**src/rtl/lcdtg_pkg.sv**
```systemverilog
// Shared constants for the LCD timing generator: register word indices
// and control bit positions. Assumes 32-bit register writes.
package lcdtg_pkg;
    localparam int REG_ENABLE     = 0;
    localparam int REG_LINE       = 1;
    localparam int REG_FRAME      = 2;
    localparam int REG_VSYNC_W    = 3;
    localparam int REG_DISP_H     = 4;
    localparam int REG_DISP_V0    = 5;
    localparam int REG_DISP_V1    = 6;
    localparam int REG_WIN_H      = 7;
    localparam int REG_WIN_V0     = 8;
    localparam int REG_WIN_V1     = 9;
    localparam int REG_BORDER     = 10;
    localparam int REG_UNDERFLOW  = 11;
    localparam int REG_POLARITY   = 12;
    localparam int CTRL_BIT       = 31;  // window enable / recovery bit
    localparam int HI_FIELD_LSB   = 16;  // upper packed coordinate field
endpackage

```
**src/rtl/lcdtg_regs.sv**
```systemverilog
// Register file of the timing generator. It decodes word-indexed writes
// into trimmed configuration fields. Assumes H_W <= 15 and PIX_W <= 31,
// so packed fields never overlap a control bit.
module lcdtg_regs
    import lcdtg_pkg::*;
#(
    parameter int ADDR_W = 4,
    parameter int H_W    = 12,
    parameter int F_W    = 24,
    parameter int PIX_W  = 24
) (
    input  logic             clk,
    input  logic             rst_n,
    input  logic             we,
    input  logic [ADDR_W-1:0] addr,
    input  logic [31:0]      wdata,
    output logic             run,
    output logic [H_W-1:0]   line_len,
    output logic [H_W-1:0]   hs_w,
    output logic [F_W-1:0]   frame_len,
    output logic [F_W-1:0]   vs_w,
    output logic [H_W-1:0]   dh_s,
    output logic [H_W-1:0]   dh_e,
    output logic [F_W-1:0]   dv_s,
    output logic [F_W-1:0]   dv_e,
    output logic             wx_en,
    output logic [H_W-1:0]   wh_s,
    output logic [H_W-1:0]   wh_e,
    output logic             wy_en,
    output logic [F_W-1:0]   wv_s,
    output logic [F_W-1:0]   wv_e,
    output logic [PIX_W-1:0] border,
    output logic [PIX_W-1:0] uf_colour,
    output logic             recover,
    output logic [2:0]       pol
);
    localparam logic [ADDR_W-1:0] A_EN  = ADDR_W'(REG_ENABLE);
    localparam logic [ADDR_W-1:0] A_LN  = ADDR_W'(REG_LINE);
    localparam logic [ADDR_W-1:0] A_FR  = ADDR_W'(REG_FRAME);
    localparam logic [ADDR_W-1:0] A_VW  = ADDR_W'(REG_VSYNC_W);
    localparam logic [ADDR_W-1:0] A_DH  = ADDR_W'(REG_DISP_H);
    localparam logic [ADDR_W-1:0] A_DV0 = ADDR_W'(REG_DISP_V0);
    localparam logic [ADDR_W-1:0] A_DV1 = ADDR_W'(REG_DISP_V1);
    localparam logic [ADDR_W-1:0] A_WH  = ADDR_W'(REG_WIN_H);
    localparam logic [ADDR_W-1:0] A_WV0 = ADDR_W'(REG_WIN_V0);
    localparam logic [ADDR_W-1:0] A_WV1 = ADDR_W'(REG_WIN_V1);
    localparam logic [ADDR_W-1:0] A_BD  = ADDR_W'(REG_BORDER);
    localparam logic [ADDR_W-1:0] A_UF  = ADDR_W'(REG_UNDERFLOW);
    localparam logic [ADDR_W-1:0] A_PL  = ADDR_W'(REG_POLARITY);
    localparam int HL = HI_FIELD_LSB;

    logic unused_wdata;
    assign unused_wdata = ^wdata;

    // Capture writes into the configuration fields.
    always_ff @(posedge clk) begin
        if (!rst_n) begin
            run <= 1'b0; line_len <= '0; hs_w <= '0; frame_len <= '0;
            vs_w <= '0; dh_s <= '0; dh_e <= '0; dv_s <= '0; dv_e <= '0;
            wx_en <= 1'b0; wh_s <= '0; wh_e <= '0; wy_en <= 1'b0;
            wv_s <= '0; wv_e <= '0; border <= '0; uf_colour <= '0;
            recover <= 1'b0; pol <= '0;
        end else if (we) begin
            case (addr)
                A_EN:  run <= wdata[0];
                A_LN:  begin line_len <= wdata[HL +: H_W]; hs_w <= wdata[H_W-1:0]; end
                A_FR:  frame_len <= wdata[F_W-1:0];
                A_VW:  vs_w <= wdata[F_W-1:0];
                A_DH:  begin dh_e <= wdata[HL +: H_W]; dh_s <= wdata[H_W-1:0]; end
                A_DV0: dv_s <= wdata[F_W-1:0];
                A_DV1: dv_e <= wdata[F_W-1:0];
                A_WH:  begin
                           wx_en <= wdata[CTRL_BIT];
                           wh_e  <= wdata[HL +: H_W];
                           wh_s  <= wdata[H_W-1:0];
                       end
                A_WV0: begin wy_en <= wdata[CTRL_BIT]; wv_s <= wdata[F_W-1:0]; end
                A_WV1: wv_e <= wdata[F_W-1:0];
                A_BD:  border <= wdata[PIX_W-1:0];
                A_UF:  begin recover <= wdata[CTRL_BIT]; uf_colour <= wdata[PIX_W-1:0]; end
                A_PL:  pol <= wdata[2:0];
                default: ;
            endcase
        end
    end
endmodule

```
**src/rtl/lcdtg_counters.sv**
```systemverilog
// Line and frame position counters. The line counter wraps at line_len and
// the frame counter wraps at frame_len, independently of each other. Both
// are held at zero while stopped. A length of 0 behaves as a length of 1.
module lcdtg_counters #(
    parameter int H_W = 12,
    parameter int F_W = 24
) (
    input  logic           clk,
    input  logic           rst_n,
    input  logic           run,
    input  logic [H_W-1:0] line_len,
    input  logic [F_W-1:0] frame_len,
    output logic [H_W-1:0] h_cnt,
    output logic [F_W-1:0] f_cnt,
    output logic           f_last
);
    logic h_last;

    // Detect the final position of a line and of a frame.
    always_comb begin
        h_last = ({1'b0, h_cnt} + 1'b1) >= {1'b0, line_len};
        f_last = ({1'b0, f_cnt} + 1'b1) >= {1'b0, frame_len};
    end

    // Advance both counters while running, clear them while stopped.
    always_ff @(posedge clk) begin
        if (!rst_n || !run) begin
            h_cnt <= '0;
            f_cnt <= '0;
        end else begin
            h_cnt <= h_last ? '0 : h_cnt + 1'b1;
            f_cnt <= f_last ? '0 : f_cnt + 1'b1;
        end
    end

    p_h_wrap_r2: assert property (@(posedge clk) disable iff (!rst_n)
        (run && h_last) |=> (h_cnt == '0));
    p_h_step_r2: assert property (@(posedge clk) disable iff (!rst_n)
        (run && !h_last) |=> (h_cnt == $past(h_cnt) + 1'b1));
    p_f_step_r3: assert property (@(posedge clk) disable iff (!rst_n)
        (run && !f_last) |=> (f_cnt == $past(f_cnt) + 1'b1));
    p_idle_clear_r1: assert property (@(posedge clk) disable iff (!rst_n)
        !run |=> (h_cnt == '0 && f_cnt == '0));
endmodule

```
**src/rtl/lcdtg_pixel_path.sv**
```systemverilog
// Window decode, underflow tracking and registered panel outputs. It
// assumes the counters hold the current position and that every bound
// is inclusive. Outputs lag the counter position by one clock.
module lcdtg_pixel_path #(
    parameter int H_W   = 12,
    parameter int F_W   = 24,
    parameter int PIX_W = 24
) (
    input  logic             clk,
    input  logic             rst_n,
    input  logic             run,
    input  logic [H_W-1:0]   h_cnt,
    input  logic [F_W-1:0]   f_cnt,
    input  logic             f_last,
    input  logic [H_W-1:0]   hs_w,
    input  logic [F_W-1:0]   vs_w,
    input  logic [H_W-1:0]   dh_s,
    input  logic [H_W-1:0]   dh_e,
    input  logic [F_W-1:0]   dv_s,
    input  logic [F_W-1:0]   dv_e,
    input  logic             wx_en,
    input  logic [H_W-1:0]   wh_s,
    input  logic [H_W-1:0]   wh_e,
    input  logic             wy_en,
    input  logic [F_W-1:0]   wv_s,
    input  logic [F_W-1:0]   wv_e,
    input  logic [PIX_W-1:0] border,
    input  logic [PIX_W-1:0] uf_colour,
    input  logic             recover,
    input  logic [2:0]       pol,
    input  logic             pix_valid,
    input  logic [PIX_W-1:0] pix_data,
    output logic             pix_ready,
    output logic             hsync,
    output logic             vsync,
    output logic             de,
    output logic [PIX_W-1:0] rgb,
    output logic             frame_start
);
    logic hs_act, vs_act, in_disp, in_win, starve, uf_q;

    // Classify the current position against every programmed region.
    always_comb begin
        hs_act  = h_cnt < hs_w;
        vs_act  = f_cnt < vs_w;
        in_disp = (h_cnt >= dh_s) && (h_cnt <= dh_e) &&
                  (f_cnt >= dv_s) && (f_cnt <= dv_e);
        in_win  = in_disp &&
                  (!wx_en || ((h_cnt >= wh_s) && (h_cnt <= wh_e))) &&
                  (!wy_en || ((f_cnt >= wv_s) && (f_cnt <= wv_e)));
        starve    = run && in_win && !pix_valid;
        pix_ready = run && in_win && !uf_q;
    end

    // Track the underflow state: set on starvation, cleared by stop or recovery.
    always_ff @(posedge clk) begin
        if (!rst_n || !run)         uf_q <= 1'b0;
        else if (f_last && recover) uf_q <= 1'b0;
        else if (starve)            uf_q <= 1'b1;
    end

    // Register the panel outputs for the current position.
    always_ff @(posedge clk) begin
        if (!rst_n) begin
            hsync <= 1'b0; vsync <= 1'b0; de <= 1'b0;
            rgb <= '0; frame_start <= 1'b0;
        end else if (!run) begin
            hsync <= pol[0]; vsync <= pol[1]; de <= pol[2];
            rgb <= '0; frame_start <= 1'b0;
        end else begin
            hsync       <= hs_act ^ pol[0];
            vsync       <= vs_act ^ pol[1];
            de          <= in_disp ^ pol[2];
            frame_start <= (f_cnt == '0);
            if (!in_disp)               rgb <= '0;
            else if (starve || uf_q)    rgb <= uf_colour;
            else if (in_win)            rgb <= pix_data;
            else                        rgb <= border;
        end
    end

    p_ready_in_display_r7: assert property (@(posedge clk) disable iff (!rst_n)
        pix_ready |=> (de != $past(pol[2])));
    p_ready_takes_data_r7: assert property (@(posedge clk) disable iff (!rst_n)
        (pix_ready && pix_valid) |=> (rgb == $past(pix_data)));
    p_uf_colour_r8: assert property (@(posedge clk) disable iff (!rst_n)
        (run && uf_q && in_disp) |=> (rgb == $past(uf_colour)));
    p_stopped_quiet_r1: assert property (@(posedge clk) disable iff (!rst_n)
        !run |=> (rgb == '0 && !frame_start && !pix_ready));
endmodule

```
**src/rtl/lcd_timing_gen.sv**
```systemverilog
// Top of the LCD panel timing generator: register file, position
// counters and pixel path. Assumes the pixel clock is the only clock and
// that software writes consistent bounds (start <= end, inside the frame).
module lcd_timing_gen #(
    parameter int ADDR_W = 4,
    parameter int H_W    = 12,
    parameter int F_W    = 24,
    parameter int PIX_W  = 24
) (
    input  logic              clk,
    input  logic              rst_n,
    input  logic              cfg_we,
    input  logic [ADDR_W-1:0] cfg_addr,
    input  logic [31:0]       cfg_wdata,
    input  logic              pix_valid,
    input  logic [PIX_W-1:0]  pix_data,
    output logic              pix_ready,
    output logic              lcd_hsync,
    output logic              lcd_vsync,
    output logic              lcd_de,
    output logic [PIX_W-1:0]  lcd_rgb,
    output logic              frame_start
);
    logic             run, wx_en, wy_en, recover, f_last;
    logic [H_W-1:0]   line_len, hs_w, dh_s, dh_e, wh_s, wh_e, h_cnt;
    logic [F_W-1:0]   frame_len, vs_w, dv_s, dv_e, wv_s, wv_e, f_cnt;
    logic [PIX_W-1:0] border, uf_colour;
    logic [2:0]       pol;

    lcdtg_regs #(.ADDR_W(ADDR_W), .H_W(H_W), .F_W(F_W), .PIX_W(PIX_W)) u_regs (
        .clk(clk), .rst_n(rst_n), .we(cfg_we), .addr(cfg_addr), .wdata(cfg_wdata),
        .run(run), .line_len(line_len), .hs_w(hs_w), .frame_len(frame_len),
        .vs_w(vs_w), .dh_s(dh_s), .dh_e(dh_e), .dv_s(dv_s), .dv_e(dv_e),
        .wx_en(wx_en), .wh_s(wh_s), .wh_e(wh_e), .wy_en(wy_en), .wv_s(wv_s),
        .wv_e(wv_e), .border(border), .uf_colour(uf_colour), .recover(recover),
        .pol(pol)
    );

    lcdtg_counters #(.H_W(H_W), .F_W(F_W)) u_cnt (
        .clk(clk), .rst_n(rst_n), .run(run), .line_len(line_len),
        .frame_len(frame_len), .h_cnt(h_cnt), .f_cnt(f_cnt), .f_last(f_last)
    );

    lcdtg_pixel_path #(.H_W(H_W), .F_W(F_W), .PIX_W(PIX_W)) u_pix (
        .clk(clk), .rst_n(rst_n), .run(run), .h_cnt(h_cnt), .f_cnt(f_cnt),
        .f_last(f_last), .hs_w(hs_w), .vs_w(vs_w), .dh_s(dh_s), .dh_e(dh_e),
        .dv_s(dv_s), .dv_e(dv_e), .wx_en(wx_en), .wh_s(wh_s), .wh_e(wh_e),
        .wy_en(wy_en), .wv_s(wv_s), .wv_e(wv_e), .border(border),
        .uf_colour(uf_colour), .recover(recover), .pol(pol),
        .pix_valid(pix_valid), .pix_data(pix_data), .pix_ready(pix_ready),
        .hsync(lcd_hsync), .vsync(lcd_vsync), .de(lcd_de), .rgb(lcd_rgb),
        .frame_start(frame_start)
    );
endmodule

```
**config.mk**
```make
export PLATFORM = sky130hd
export DESIGN_NAME = lcd_timing_gen
export DESIGN_NICKNAME = d
export VERILOG_FILES = /design/src/rtl/lcdtg_pkg.sv /design/src/rtl/lcdtg_regs.sv /design/src/rtl/lcdtg_counters.sv /design/src/rtl/lcdtg_pixel_path.sv /design/src/rtl/lcd_timing_gen.sv
export SDC_FILE = /design/constraint.sdc
export NUM_CORES = 1
export LEC_CHECK = 0
export ABC_CLOCK_PERIOD_IN_PS = 5390
export BUFFER_PORTS_ARGS = -buffer_cell sky130_fd_sc_hd__buf_2
export CAP_MARGIN = 25
export CELL_PAD_IN_SITES_DETAIL_PLACEMENT = 1
export CELL_PAD_IN_SITES_GLOBAL_PLACEMENT = 1
export CORE_MARGIN = 2
export CORE_UTILIZATION = 30
export DETAILED_ROUTE_END_ITERATION = 10
export HOLD_SLACK_MARGIN = 0.03
export PLACE_DENSITY = 0.54
export SLEW_MARGIN = 10
export SYNTH_ARGS = -nofsm -noshare
export SYNTH_HDL_FRONTEND = slang
export SYNTH_SLANG_ARGS = --single-unit
```
**constraint.sdc**
```tcl
create_clock -name clk -period 5.39 [get_ports clk]
set_input_delay 0.2695 -clock clk [delete_from_list [all_inputs] [get_ports clk]]
set_output_delay 0.2695 -clock clk [all_outputs]
set_load 0.02 [all_outputs]
```
[After elaboration in Yosys (flattened, before gate mapping)]
Cells that the tools add are included.
Storage, ports and cells
  flip-flop bits (word level): 336
  bits in latches: 0
  RAM bits: 0
  bits in read-only memories: 0
  input port bits: 64
  output and inout bits: 29
  logic and storage cells: 104
  memories: 0
Cells by class
  $add $sub $neg: 4
  multiply operators: 0
  divide/modulo/power cells: 0
  magnitude comparators: 12
  equality and inequality tests: 12
  shifts and indexed selects: 0
  muxes and demuxes: 5
  bitwise operators: 3
  reduce and logical (&&, ||, !) cells: 41
Operators by type and width (count)
  >= comparator 24 bit: 2
  less-or-equal comparator 24 bit: 2
  two-way mux 24 bit: 2
  AND reduction 2 bit: 14
  adder 24 x 1 -> 25 bit (second input constant): 1
  >= comparator 25 x 24 -> 1 bit: 1
  adder 24 x 1 -> 24 bit (second input constant): 1
  >= comparator 12 bit: 2
  less-or-equal comparator 12 bit: 2
  logical NOT 24 bit: 1
  less-than comparator 24 bit: 1
  == test 4 bit (second input constant): 5
  == test 4 x 3 -> 1 bit (second input constant): 4
  adder 12 x 1 -> 13 bit (second input constant): 1
  >= comparator 13 x 12 -> 1 bit: 1
  adder 12 x 1 -> 12 bit (second input constant): 1
  less-than comparator 12 bit: 1
  logical AND 1 bit: 11
  == test 4 x 2 -> 1 bit (second input constant): 2
  logical NOT 1 bit: 6
  OR reduction 2 bit: 3
  == test 4 x 1 -> 1 bit (second input constant): 1
  logical NOT 4 bit: 1
  logical OR 1 bit: 4
  3 further kinds: 7

[Logic depth before layout (Yosys ltp)]
Gate-level depths: netlist (run 1).
  word-level depth: 10
  mapped depth: 16
  depth with buffers taken out: 15

[By module]
Synthesis (run 1) repeated with hierarchy kept, for this count alone.
Unflattened totals
  cell total of the unflattened synthesis: 1988
  area, all modules: 18172.4 µm²
By module, submodules not included
  lcdtg_regs: instances 1, cells each 942, area each 9826.9 µm², sequential area each 5425.2 µm²
  lcdtg_pixel_path: instances 1, cells each 736, area each 5753.0 µm², sequential area each 580.6 µm²
  lcdtg_counters: instances 1, cells each 310, area each 2592.5 µm², sequential area each 720.7 µm²

[Worst setup path before layout (run 1)]
Ideal clock, no wire load.
  kind: register to output
  start: register u_cnt.f_cnt[15]
  end: output port pix_ready
  arrival time: 3.033 ns
  data required time: 5.121 ns
  path slack: 2.088 ns
  stages on the path, launching flop included: 11
  path buffers: 1
  path through: dfxtp_1 -> ha_1 -> nand4_2 -> or3_1 -> or4_1 -> o21ai_1 -> o22ai_1 -> a211oi_4 -> nand2_2 -> buf_6 -> nor3b_1
On the way
  longest elaborated chain between the ends: 7
  elaborated cells between the ends (all ways): 12
  classes of those cells: order compare: 4; reduce/logical: 8
Ends and longest elaborated chain
  from (decl): line lcdtg_counters.sv:14  | output logic [F_W-1:0] f_cnt,
  from (signal assigned): line lcdtg_counters.sv:32  | f_cnt <= f_last ? '0 : f_cnt + 1'b1;
  >= comparator 24 bit: line lcdtg_pixel_path.sv:47  | (f_cnt >= dv_s) && (f_cnt <= dv_e);
  logical AND 1 bit: line lcdtg_pixel_path.sv:46  | in_disp = (h_cnt >= dh_s) && (h_cnt <= dh_e) &&
  logical AND 1 bit: line lcdtg_pixel_path.sv:47
  logical AND 1 bit: line lcdtg_pixel_path.sv:48  | in_win = in_disp &&
  logical AND 1 bit *: line lcdtg_pixel_path.sv:49  | (!wx_en || ((h_cnt >= wh_s) && (h_cnt <= wh_e))) &&
  logical AND 1 bit * (2 in series): line lcdtg_pixel_path.sv:52  | pix_ready = run && in_win && !uf_q;
  to (decl): line lcd_timing_gen.sv:17  | output logic pix_ready,
Every way passes the cells marked *; elsewhere a longest branch is shown, timed or not.

[Worst setup path after layout (run 1)]
Ends and elaborated chain as after synthesis.

==> metrics.yaml, run 1 <==
outcome:
  status: "finished clean"
cells_and_area:
  drive_above_1_share_pct: 9.03
  nFillCells: 7275
  final-seq-area_um2: 6730
  finalNetCount: 2626
  instances_no_fill: 3162
  multiInputGateArea_um2: 10500
  final_common_cell: "nand2_1"
  layout_common_cells: "582 x nand2_1, 336 x dfxtp_1, 271 x a21boi_0"
  area_growth_syn_to_layout_pct: 14.9
clock_tree:
  path_clk_slew_ns: 0.06
  htreeDepth: 2
  cts-resized-gates: 0
  cts_made_buffers: 42
  clock_latency_ns: 0.57
  root_buffer: "clkbuf_16"
  post_cts_buffers: 0
  cts.sinks: 336
  cts_tree: "done"
  clock_path_buffers: 3
synth:
  synthAdderAreaFrac_pct: 14.7
  yosysSeqAreaShare_pct: 36.4
  synth_top_family_by_area: "simple AND/OR/NAND/NOR gates"
  ys_top_cells_by_area: "dfxtp_1 36%, ha_1 15%, nand2_1 12%"
  synth.mux.area_fraction_pct: 1.46
  synth_cell_type_count: 60
  synthSimpleGateAreaFrac_pct: 20.2
  ys.flop_type: "dfxtp_1"
  synth_compound_area_share_pct: 18.5
  synthXorXnorAreaFrac_pct: 1.61
  synth.avg_cell_area_um2: 8.09
  yosys.area.top_type_share_pct: 36.4
  synth_cells: 2285
  synth_edf_count: 0
  yosys_warnings: 0
  yosysTopAreaCell: "dfxtp_1"
  synth_seq_cells: 336
  synth_nets: 2566
  syn_area_um2: 18500
  synthArstFlopShare_pct: 0
setup_path:
  critPathSlowestCell: "dfxtp_1"
  reg2regPathDepth: 16
  critPathArrivalTime_ns: 4.21
  cp.required_ns: 5.12
  path_depth: 10
  reg2reg_to: "u_pix.uf_q"
  critPathKind: "reg -> out"
  critPathCaptureType: "primary output"
  critical_path.cell_chain: "ha_1, nand4_2, or3_1, or4_1, o21ai_1, o22ai_1, a211oi_4, nand2_2, nor3b_1, buf_2"
  r2r-start: "u_cnt.f_cnt[7]"
  critPathBufInv: 1
  worstPathMaxFanout: 12
  crit_path_max_incr_delay_ns: 0.70
  worst-r2r-setup-slack_ns: 1.20
  cp-start-kind: "flop"
  cp_top_family: "simple AND/OR/NAND/NOR gates"
min_path:
  hp-start: "pix_data[11]"
  hold_path_end: "u_pix.rgb[11]"
  hold_path.class: "in -> reg"
  hold_depth: 3
grt:
  antenna_found_initial: 5
  overflow: 0
  first_global_vias: 16300
  grt_max_degree: 111
  grt_usage_pct: 20.6
  grt_pass1_wl_um: 99300
die:
  coreArea_um2: 61400
  io_pins: 93
  die_w_um: 252
  rows: 91
  die_h_um: 252
  die_area_um2: 63600
  start_util_pct: 30.1
timing:
  finalMaxSlewViolations: 0
  tightest_slew_ns: 0.834
  period_needed_ns: 4.48
  max_freq_mhz: 223
  fin_tns_setup_ns: 0
  hold_viol: 0
  fin_worst_skew_ns: 0.0109
  finalSetupViolCount: 0
  slew_headroom_pct: 44.4
  period_share_pct: 83.1
  rsz0062_at_grt: "false"
route:
  ant_nets: 0
  drt-total-wl_um: 65100
  wl_per_cell_um: 20.6
  drc: 0
  avgViaCountPerCell: 5.02
  dr_total_vias: 15900
  firstDrtPassIters: 4
  drt_iter0_drc: 729
pwr:
  powerDensity_nw_per_um2: 272
  vdd_drop_max_mv: 0.176
  leakage_uw: 0.00812
placement:
  gp_congestion: 0.776
  dp.cells: 3077
  port_buffers: 89
  post-dp-hpwl_um: 44100
flow_run:
  maxCapViolCount: 0
[sequential cells by signal (all words and copies together), names as in the netlist, 24 cells and up]
name,cells
u_pix.rgb,24
u_regs.vs_w,24
u_cnt.f_cnt,24
u_regs.dv_e,24
u_regs.frame_len,24
u_regs.wv_s,24
u_regs.wv_e,24
u_regs.border,24
u_regs.uf_colour,24
u_regs.dv_s,24
[per-layer routing]
metal	global-route usage, %	vias up	part of all wire (%)	routed length, µm
met3	2.81	77	3.2	2080
met4	5.46	2	2.1	1400
met2	35.1	193	47	30700
met1	27.3	7882	48	30900
met5	0	-	0.018	12
li1	-	7731	-	-
[worst register-to-register path, cell delays in order, from the launching register on]
cell,delay (ns)
dfxtp_1,0.76
and4_1,0.35
and3_1,0.19
and4_1,0.27
inv_1,0.06
nor2_1,0.26
nand3_1,0.14
xnor2_1,0.23
ha_1,0.29
a21o_1,0.17
a21oi_1,0.18
o21ai_0,0.14
a31oi_2,0.25
nand2b_1,0.09
o311ai_0,0.38
buf_4,0.22
and3_1,0.16
[cells in the mapped netlist (all sizes together) (7+ instances only)]
master / number
nor3: 8
nand4: 43
nand3: 54
inv: 218
o21ai: 27
xor2: 9
a2111oi: 7
dfxtp: 336
buf: 10
a211oi: 35
nand2: 583
a21oi: 57
a21boi: 271
and3: 12
nor2b: 36
nand2b: 12
nor2: 66
mux2i: 27
ha: 217
clkbuf: 115
nor4: 7
and4: 7
a21o: 41
xnor2: 25
[where the power goes]
group / internal, µW / total (µW) / switching [µW]
Clock: 1690 / 2810 / 1120
Sequential: 2510 / 2520 / 13.9
Combinational: 155 / 446 / 291
[final cells by class]
class	count	area share, %
multi-input cells	1606	49.2
flip-flops and latches	336	31.6
clock buffers	66	5.95
well taps	790	4.65
repair buffers	141	4.40
inverters	218	3.86
clock inverters	2	0.283
diodes	3	0.0353
[worst max-delay path by stage]
stage | to | start | slack, ns
global placement | u_pix.rgb[3] | u_cnt.h_cnt[0] | 1.30
detailed placement | u_pix.rgb[12] | u_cnt.h_cnt[0] | 1.21
finish | pix_ready | u_cnt.f_cnt[15] | 0.91
CTS | pix_ready | u_cnt.f_cnt[15] | 0.84
global route | pix_ready | u_cnt.h_cnt[0] | 0.56
floorplan | pix_ready | u_cnt.f_cnt[15] | 2.09
[cell families (layout without fill, tap and decap cells)]
logic type,Yosys count,in the layout
AOI/OAI and AO/OA,469,469
other,0,3
DFF,336,336
muxes,27,27
buffers and inverters,343,427
xor gates and xnor gates,34,34
adders and majority gates,217,217
and+or+nand+nor,859,859
[repair_timing]
item                                    4_1_cts  5_1_grt
endpoints found under the hold margin        20        0
hold buffers                                 10        0
endpoints found under the setup margin        0        0
[metrics by stage]
stage / power (µW) / worst slack, ns / cell area, µm² / hold slack (ns) / utilization, %
final: 5780 / 0.911 / 21300 / 0.0561 / 34.6
after global routing: 6000 / 0.562 / 21300 / 0.0606 / 34.6
after CTS: 5870 / 0.844 / 21200 / 0.0365 / 34.5
after detailed placement: 3020 / 1.21 / 19700 / 0.458 / 32.2
after global placement: 3010 / 1.30 / 19700 / 0.450 / 32.1
after floorplan: 2850 / 2.09 / 18500 / 0.414 / -
No activity file was read; power rests on OpenSTA's default activity.
==> inputs of run 2 (changes only) <==
--- a/config.mk
+++ b/config.mk
@@ -5,7 +5,8 @@
 export SDC_FILE = /design/constraint.sdc
 export NUM_CORES = 1
 export LEC_CHECK = 0
-export ABC_CLOCK_PERIOD_IN_PS = 5390
+export ABC_AREA = 1
+export ABC_CLOCK_PERIOD_IN_PS = 4640
 export BUFFER_PORTS_ARGS = -buffer_cell sky130_fd_sc_hd__buf_2
 export CAP_MARGIN = 25
 export CELL_PAD_IN_SITES_DETAIL_PLACEMENT = 1
@@ -14,7 +15,7 @@
 export CORE_UTILIZATION = 30
 export DETAILED_ROUTE_END_ITERATION = 10
 export HOLD_SLACK_MARGIN = 0.03
-export PLACE_DENSITY = 0.54
+export PLACE_DENSITY = 0.55
 export SLEW_MARGIN = 10
 export SYNTH_ARGS = -nofsm -noshare
 export SYNTH_HDL_FRONTEND = slang
==> constraint.sdc (replaced) <==
create_clock -name clk -period 4.64 [get_ports clk]
set_input_delay 0.232 -clock clk [delete_from_list [all_inputs] [get_ports clk]]
set_output_delay 0.232 -clock clk [all_outputs]
set_load 0.02 [all_outputs]
==> run 2 against run 1 <==
  * Clock skew increased by 0.016 ns
  * Clock power increased by 31%
  * Count of clock-buffer cells in the layout increased by 3
  * Global-route usage decreased by 0.65 points
  * Critical path depth increased by 3
  * Area after synthesis decreased by 3.3%
  * Worst hold slack got worse by 0.0070 ns
  * Synthesized cell count increased by 7.5%
  * Critical endpoint unchanged
  * Largest cell class unchanged
==> metrics.yaml, run 2 <==
timing:
  period_share_pct: 85.8
  finalMaxSlewViolations: 0  # unchanged
  period_needed_ns: 3.98
  hold_viol: 0  # unchanged
  finalSetupViolCount: 0  # unchanged
  slew_headroom_pct: 38.8  # -5.6 points
  rsz0062_at_grt: "false"
  tightest_slew_ns: 0.917  # +0.0829 ns
  fin_tns_setup_ns: 0  # unchanged
  fin_worst_skew_ns: 0.0268  # +0.0159 ns
  max_freq_mhz: 251
synth:
  synthArstFlopShare_pct: 0  # unchanged
  yosys_warnings: 0  # unchanged
  syn_area_um2: 17900  # -3.3%
  synth_cells: 2457  # +7.5%
  synth_nets: 2738  # +6.7%
  synth_cell_type_count: 37  # -38%
  synth_edf_count: 0  # unchanged
  synth.most_common_cell: "inv_1"
  yosys.area.top_type_share_pct: 37.6  # +1.2 points
  ys.flop_type: "dfxtp_1"
  ys_top_cells_by_count: "388 x inv_1, 336 x dfxtp_1, 328 x nand2_1, 320 x a21oi_1, 291 x o21ai_0"
  yosysTopAreaCell: "dfxtp_1"
  ys_top_cells_by_area: "dfxtp_1 38%, ha_1 15%, a21oi_1 9.0%"
  synth.avg_cell_area_um2: 7.28  # -10%
  yosysSeqAreaShare_pct: 37.6  # +1.2 points
  synth_seq_cells: 336  # unchanged
flow_run:
  maxCapViolCount: 0  # unchanged
placement:
  post-dp-hpwl_um: 41700  # -5.4%
  placedInstanceArea_um2: 19000  # -3.6%
  gp_congestion: 0.793  # +2.2%
  port_buffers: 89  # unchanged
setup_path:
  cp_top_family: "simple AND/OR/NAND/NOR gates"
  critPathKind: "reg -> out"
  critPathCaptureType: "primary output"
  critPathArrivalTime_ns: 3.75  # -0.46 ns
  worstPathMaxFanout: 15  # +3
  crit_path_max_incr_delay_ns: 0.79  # +0.09 ns
  critPathSlowestCell: "dfxtp_1"
  cpMostUsedCell: "nand2_1"
  critical_path.cell_chain: "ha_1, nand2_1, nor2_1, nand4_1, nor2_1, nand3_1, nand2_1, nand2_2, nor2_4, buf_4, nand2_1, nor3_1, buf_2"
  critPathBufInv: 2  # +1
  cp.required_ns: 4.41  # -0.71 ns
  cp-start-kind: "flop"
route:
  wl_per_cell_um: 18.4  # -11%
  drc: 0  # unchanged
  firstDrtPassIters: 5  # +1
  avgViaCountPerCell: 4.81  # -4.3%
  ant_nets: 0  # unchanged
  dr_total_vias: 16000  # +0.48%
  drt_iter0_drc: 683  # -6.3%
  drt-total-wl_um: 61000  # -6.4%
pwr:
  fin_total_pwr_uw: 7240  # +25%
  vdd_drop_max_mv: 0.236  # +34%
  leakage_uw: 0.00910  # +12%
  powerDensity_nw_per_um2: 348  # +28%
cells_and_area:
  drive_above_1_share_pct: 7.97  # -1.1 points
  area_growth_syn_to_layout_pct: 16.2
  layout_common_cells: "388 x inv_1, 336 x dfxtp_1, 327 x nand2_1"
  finalNetCount: 2793  # +6.4%
  diodes: 0  # -3
  nFillCells: 7371  # +1.3%
  final_common_cell: "inv_1"
  fin_area_um2: 20800  # -2.2%
grt:
  grt_max_degree: 190  # +71%
  antenna_found_initial: 8  # +3
  first_global_vias: 16400  # +0.43%
  grt_usage_pct: 20.0  # -0.65 points
  overflow: 0  # unchanged
  grt_pass1_wl_um: 94200  # -5.1%
die:
  rows: 89  # -2.2%
  die_w_um: 248  # -1.6%
  die_area_um2: 61600  # -3.2%
  die_h_um: 248  # -1.6%
  io_pins: 93  # unchanged
  start_util_pct: 30.3  # +0.18 points
  coreArea_um2: 59000  # -3.8%
clock_tree:
  cts_made_buffers: 44  # +4.8%
  root_buffer: "clkbuf_16"
  htreeDepth: 2  # unchanged
  path_clk_slew_ns: 0.05  # about the same
  clock_latency_ns: 0.58  # about the same
  cts.sinks: 336  # unchanged
  clock_path_buffers: 3  # unchanged
  cts_tree: "done"
  cts-resized-gates: 0  # unchanged
min_path:
  hold_path.class: "in -> reg"
outcome:
  status: "finished clean"
-- run 2: final timing paths --
check	startpoint	depth (start not counted)	slack (ns)	endpoint
hold reg to reg	u_regs.recover	1	0.45	u_pix.uf_q
setup / recovery	u_cnt.f_cnt[13]	13	0.66	pix_ready
setup reg to reg	u_cnt.f_cnt[2]	21	0.74	u_cnt.f_cnt[17]
hold / removal	pix_data[15]	5	0.05	u_pix.rgb[15]
-- run 2: what timing repair did --
item	4_1_cts	5_1_grt
endpoints found under the hold margin	29	0
hold buffers	20	0
buffers inserted	0	0
-- run 2: layout make-up --
cell class	count	area (µm²)	area share, %
repair buffers	129	847	4.07
clock buffers	69	1360	6.53
multi-input cells	1604	9200	44.3
clock inverters	13	201	0.969
well taps	773	967	4.65
flip-flops and latches	336	6730	32.4
inverters	397	1490	7.17
-- run 2: logic make-up (layout without fill, tap and decap cells) --
kind of cell | count (synthesis) | count (layout) | share of synthesized area (%)
AND/OR/NAND/NOR | 720 | 720 | 16.6
AO/OA/AOI/OAI | 645 | 645 | 18.5
buffers and inverters | 517 | 608 | 11.0
flip-flops | 336 | 336 | 37.6
adder cells (fa/ha/maj) | 217 | 217 | 15.2
XOR/XNOR | 22 | 22 | 1.08
-- run 2: metal layers --
layer,part of all wire (%),vias up,global-route usage (%)
met5,0.018,-,0
met2,48,170,35.2
met1,47,7616,25.5
met3,2.8,73,2.59
met4,2.1,2,5.22
li1,-,8100,-
-- run 2: per-stage QoR --
step / util (%) / hold slack [ns] / std cells / setup slack [ns]
2_1_floorplan: - / 0.367 / 2457 / 1.57
3_3_place_gp: 32.2 / 0.423 / 3218 / 0.801
3_5_place_dp: 32.2 / 0.444 / 3219 / 0.743
4_1_cts: 35.2 / 0.0356 / 3321 / 0.576
5_1_grt: 35.2 / 0.0533 / 3321 / 0.238
6_report: 35.2 / 0.0492 / 3321 / 0.660
-- run 2: report_power, final --
| group | switching, µW | internal (µW) |
|---|---|---|
| combinational | 429 | 186 |
| clock | 1390 | 2280 |
| sequential | 15.6 | 2940 |
-- run 2: worst register-to-register path: stages, from the launching register on --
cell and delay [ns]:
dfxtp_1 0.55, inv_1 0.13, nor3_2 0.23, nand2_1 0.07, nor2_1 0.15, nand3_1 0.22
nor2_2 0.21, inv_2 0.07, nor3_2 0.27, nand3_1 0.16, xor2_1 0.26, inv_1 0.08
ha_1 0.30, nand2_1 0.07, inv_1 0.04, nand3_1 0.09, nor2_1 0.05, inv_1 0.06
nor2_1 0.05, nor3_2 0.15, nand3_1 0.32, nor3b_1 0.27
==> inputs of run 3 (changes only) <==
--- a/config.mk
+++ b/config.mk
@@ -14,9 +14,9 @@
 export CORE_MARGIN = 2
 export CORE_UTILIZATION = 30
 export DETAILED_ROUTE_END_ITERATION = 10
-export HOLD_SLACK_MARGIN = 0.03
-export PLACE_DENSITY = 0.55
+export PLACE_DENSITY = 0.56
 export SLEW_MARGIN = 10
 export SYNTH_ARGS = -nofsm -noshare
 export SYNTH_HDL_FRONTEND = slang
+export SYNTH_HIERARCHICAL = 1
 export SYNTH_SLANG_ARGS = --single-unit
==> run 3 against run 2 <==
  * Routed wire length grew 9.1%
  * Combinational power is 17% higher
  * Sequential share of layout area decreased by 2.6 points
  * First-iteration DRC count rose by 8.2%
  * Worst hold slack worse by 0.018 ns
  * Count of clock-buffer cells in the layout decreased by 2
  * Register-to-register slack better by 0.08 ns
  * Sequential power is essentially flat
  * Global-route usage shrank 0.091 points
  * Synthesized cell count grew 23%
  * Die area rose by 10%
  * Cell count up 19%
  * Largest power group unchanged
==> metrics.yaml, run 3 <==
die:
  rows: 94  # +5.6%
  io_pins: 93  # unchanged
  die_area_um2: 67900  # +10%
  start_util_pct: 30.2  # -0.13 points
  die_h_um: 261  # +5.0%
  coreArea_um2: 65400  # +11%
  die_w_um: 261  # +5.0%
clock_tree:
  post_cts_buffers: 0  # unchanged
  cts_tree: "done"
  path_clk_slew_ns: 0.06  # about the same
  cts.sinks: 336  # unchanged
  htreeDepth: 2  # unchanged
  cts_made_buffers: 44  # unchanged
  clock_latency_ns: 0.59  # about the same
  root_buffer: "clkbuf_16"
  clock_path_buffers: 3  # unchanged
placement:
  post-place-ws_ns: 0.798  # +0.0555 ns
  port_buffers: 89  # unchanged
  dp.cells: 3856  # +20%
  post-dp-hpwl_um: 46800  # +12%
  gp_congestion: 0.821  # +3.6%
route:
  firstDrtPassIters: 4  # -1
  drt-total-wl_um: 66500  # +9.1%
  wl_per_cell_um: 16.8  # -8.3%
  avgViaCountPerCell: 4.62  # -3.9%
  drc: 0  # unchanged
  dr_total_vias: 18300  # +14%
  ant_nets: 0  # unchanged
  drt_iter0_drc: 739  # +8.2%
synth:
  yosysTopAreaCell: "dfxtp_1"
  yosys_warnings: 6  # +6
  ys_top_cells_by_count: "863 x nand2_1, 699 x nor2_1, 385 x inv_1, 336 x dfxtp_1, 216 x ha_1"
  synth.avg_cell_area_um2: 6.56  # -9.9%
  synthArstFlopShare_pct: 0  # unchanged
  synth_edf_count: 0  # unchanged
  synth_cells: 3010  # +23%
  synth_seq_cells: 336  # unchanged
  synth_cell_type_count: 43  # +16%
  syn_area_um2: 19700  # +10%
  yosys.area.top_type_share_pct: 34.1  # -3.5 points
  ys.flop_type: "dfxtp_1"
  yosysSeqAreaShare_pct: 34.1  # -3.5 points
  synth_nets: 3290  # +20%
  ys_top_cells_by_area: "dfxtp_1 34%, nand2_1 16%, ha_1 14%"
  synth.most_common_cell: "nand2_1"
pwr:
  power.internal_uw: 5350  # -1.0%
  p_clk_share_pct: 49.6  # -1.1 points
  swShare_pct: 26.8  # +1.5 points
  leakage_uw: 0.0104  # +14%
  power.net_switching_uw: 1960  # +6.8%
  powerDensity_nw_per_um2: 324  # -7.1%
  combPwrFrac_pct: 9.9  # +1.4 points
  vdd_drop_max_mv: 0.264  # +12%
  pwr-share-seq_pct: 40.5  # -0.3 points
cells_and_area:
  final_common_cell: "nand2_1"
  diodes: 0  # unchanged
  finalNetCount: 3334  # +19%
  layout_common_cells: "863 x nand2_1, 693 x nor2_1, 385 x inv_1"
  fin_util_pct: 34.6  # -0.66 points
  drive_above_1_share_pct: 8.26  # +0.29 points
  final-seq-area_um2: 6730  # unchanged
  multiInputGateArea_um2: 10900  # +19%
  area_growth_syn_to_layout_pct: 14.5
  nFillCells: 8394  # +14%
  instances_no_fill: 3953  # +19%
grt:
  grt_pass1_wl_um: 104000  # +11%
  grt_max_degree: 179  # -5.8%
  antenna_found_initial: 3  # -5
  grt_usage_pct: 19.9  # -0.091 points
  first_global_vias: 18900  # +16%
  overflow: 0  # unchanged
timing:
  period_needed_ns: 4.06  # +0.0783 ns
  layout_setup_ws_ns: 0.582  # -0.0783 ns
  hold_viol: 0  # unchanged
  slew_headroom_pct: 31.3  # -7.5 points
  rsz0062_at_grt: "false"
  fin_tns_setup_ns: 0  # unchanged
  finalMaxSlewViolations: 0  # unchanged
  period_share_pct: 87.5  # +1.7 points
  finalSetupViolCount: 0  # unchanged
  max_freq_mhz: 246  # -1.9%
  fin_worst_skew_ns: 0.0194  # -0.00738 ns
  tightest_slew_ns: 1.03  # +0.112 ns
  hold-worst-slack_ns: 0.0308  # -0.0184 ns
setup_path:
  critPathKind: "reg -> out"
  critPathCaptureType: "primary output"
  critPathArrivalTime_ns: 3.83  # +0.08 ns
  worstPathMaxFanout: 25  # +10
  cp.required_ns: 4.41  # about the same
  cp-start-kind: "flop"
outcome:
  status: "finished clean"
flow_run:
  maxCapViolCount: 0  # unchanged
min_path:
  hold_path.class: "in -> reg"
==> run 3: path summary, 6_finish.rpt <==
check	cells after the start	endpoint	start	slack (ns)
hold / removal	5	u_regs/line_len[9]	cfg_wdata[25]	0.03
setup reg to reg	18	u_cnt/f_cnt[20]	u_cnt/f_cnt[1]	0.82
hold reg to reg	1	u_pix/uf_q	u_regs/recover	0.43
setup / recovery	15	pix_ready	u_cnt/f_cnt[23]	0.58
==> run 3: stage by stage <==
stage | area (µm²) | total power, µW
after global routing | 22600 | 7650
after floorplan | 19700 | 3480
after CTS | 22600 | 7450
after detailed placement | 20900 | 3750
final | 22600 | 7310
after global placement | 20800 | 3730
==> run 3: final cells by class <==
class	count	area share (%)
flip-flops and latches	336	29.8
well taps	864	4.78
repair buffers	128	3.81
multi-input cells	2148	48.3
inverters	396	6.58
clock inverters	14	0.886
clock buffers	67	5.87
==> run 3: critical path: stages, from the launching register on <==
cell and delay (ns):
dfxtp_1 0.45, ha_1 0.38, nand2_1 0.08, nor2_1 0.14, nand2_1 0.12, nor2_1 0.30
nand3_1 0.12, nor2_1 0.22, nor2_1 0.09, nor2_2 0.10, nand2_2 0.12, nor2_4 0.13
buf_4 0.31, nand2_1 0.12, nor3_1 0.31, buf_2 0.24
==> run 3: per-layer routing <==
layer,share of wire [%],global-route usage (%),vias up
li1,-,-,9291
met1,49,26.4,8691
met2,46,34.1,203
met3,3.2,2.64,70
met4,1.9,4.41,0
met5,0,0,-
==> run 3: power groups by stage <==
stage	Combinational, µW	Sequential, µW	Clock (µW)
floorplan	459	3020	0
global placement	701	3030	0
detailed placement	722	3030	0
CTS	735	2960	3750
global route	817	2970	3860
finish	721	2960	3630
==> run 3: timing repair <==
item | in CTS | in global routing
resized for setup | 0 | 0
hold endpoints to repair | 16 | 0
hold buffers | 15 | 0
==> run 3: kinds of logic (layout without fill, tap and decap cells) <==
family	count (synthesis)	in the layout	synth area share, %
flip-flops	336	336	34.1
buffers and inverters	526	605	10.9
AO/OA/AOI/OAI	128	128	3.65
adder cells (fa/ha/maj)	216	216	13.7
XOR/XNOR	26	26	1.15
AND/OR/NAND/NOR	1778	1778	36.5
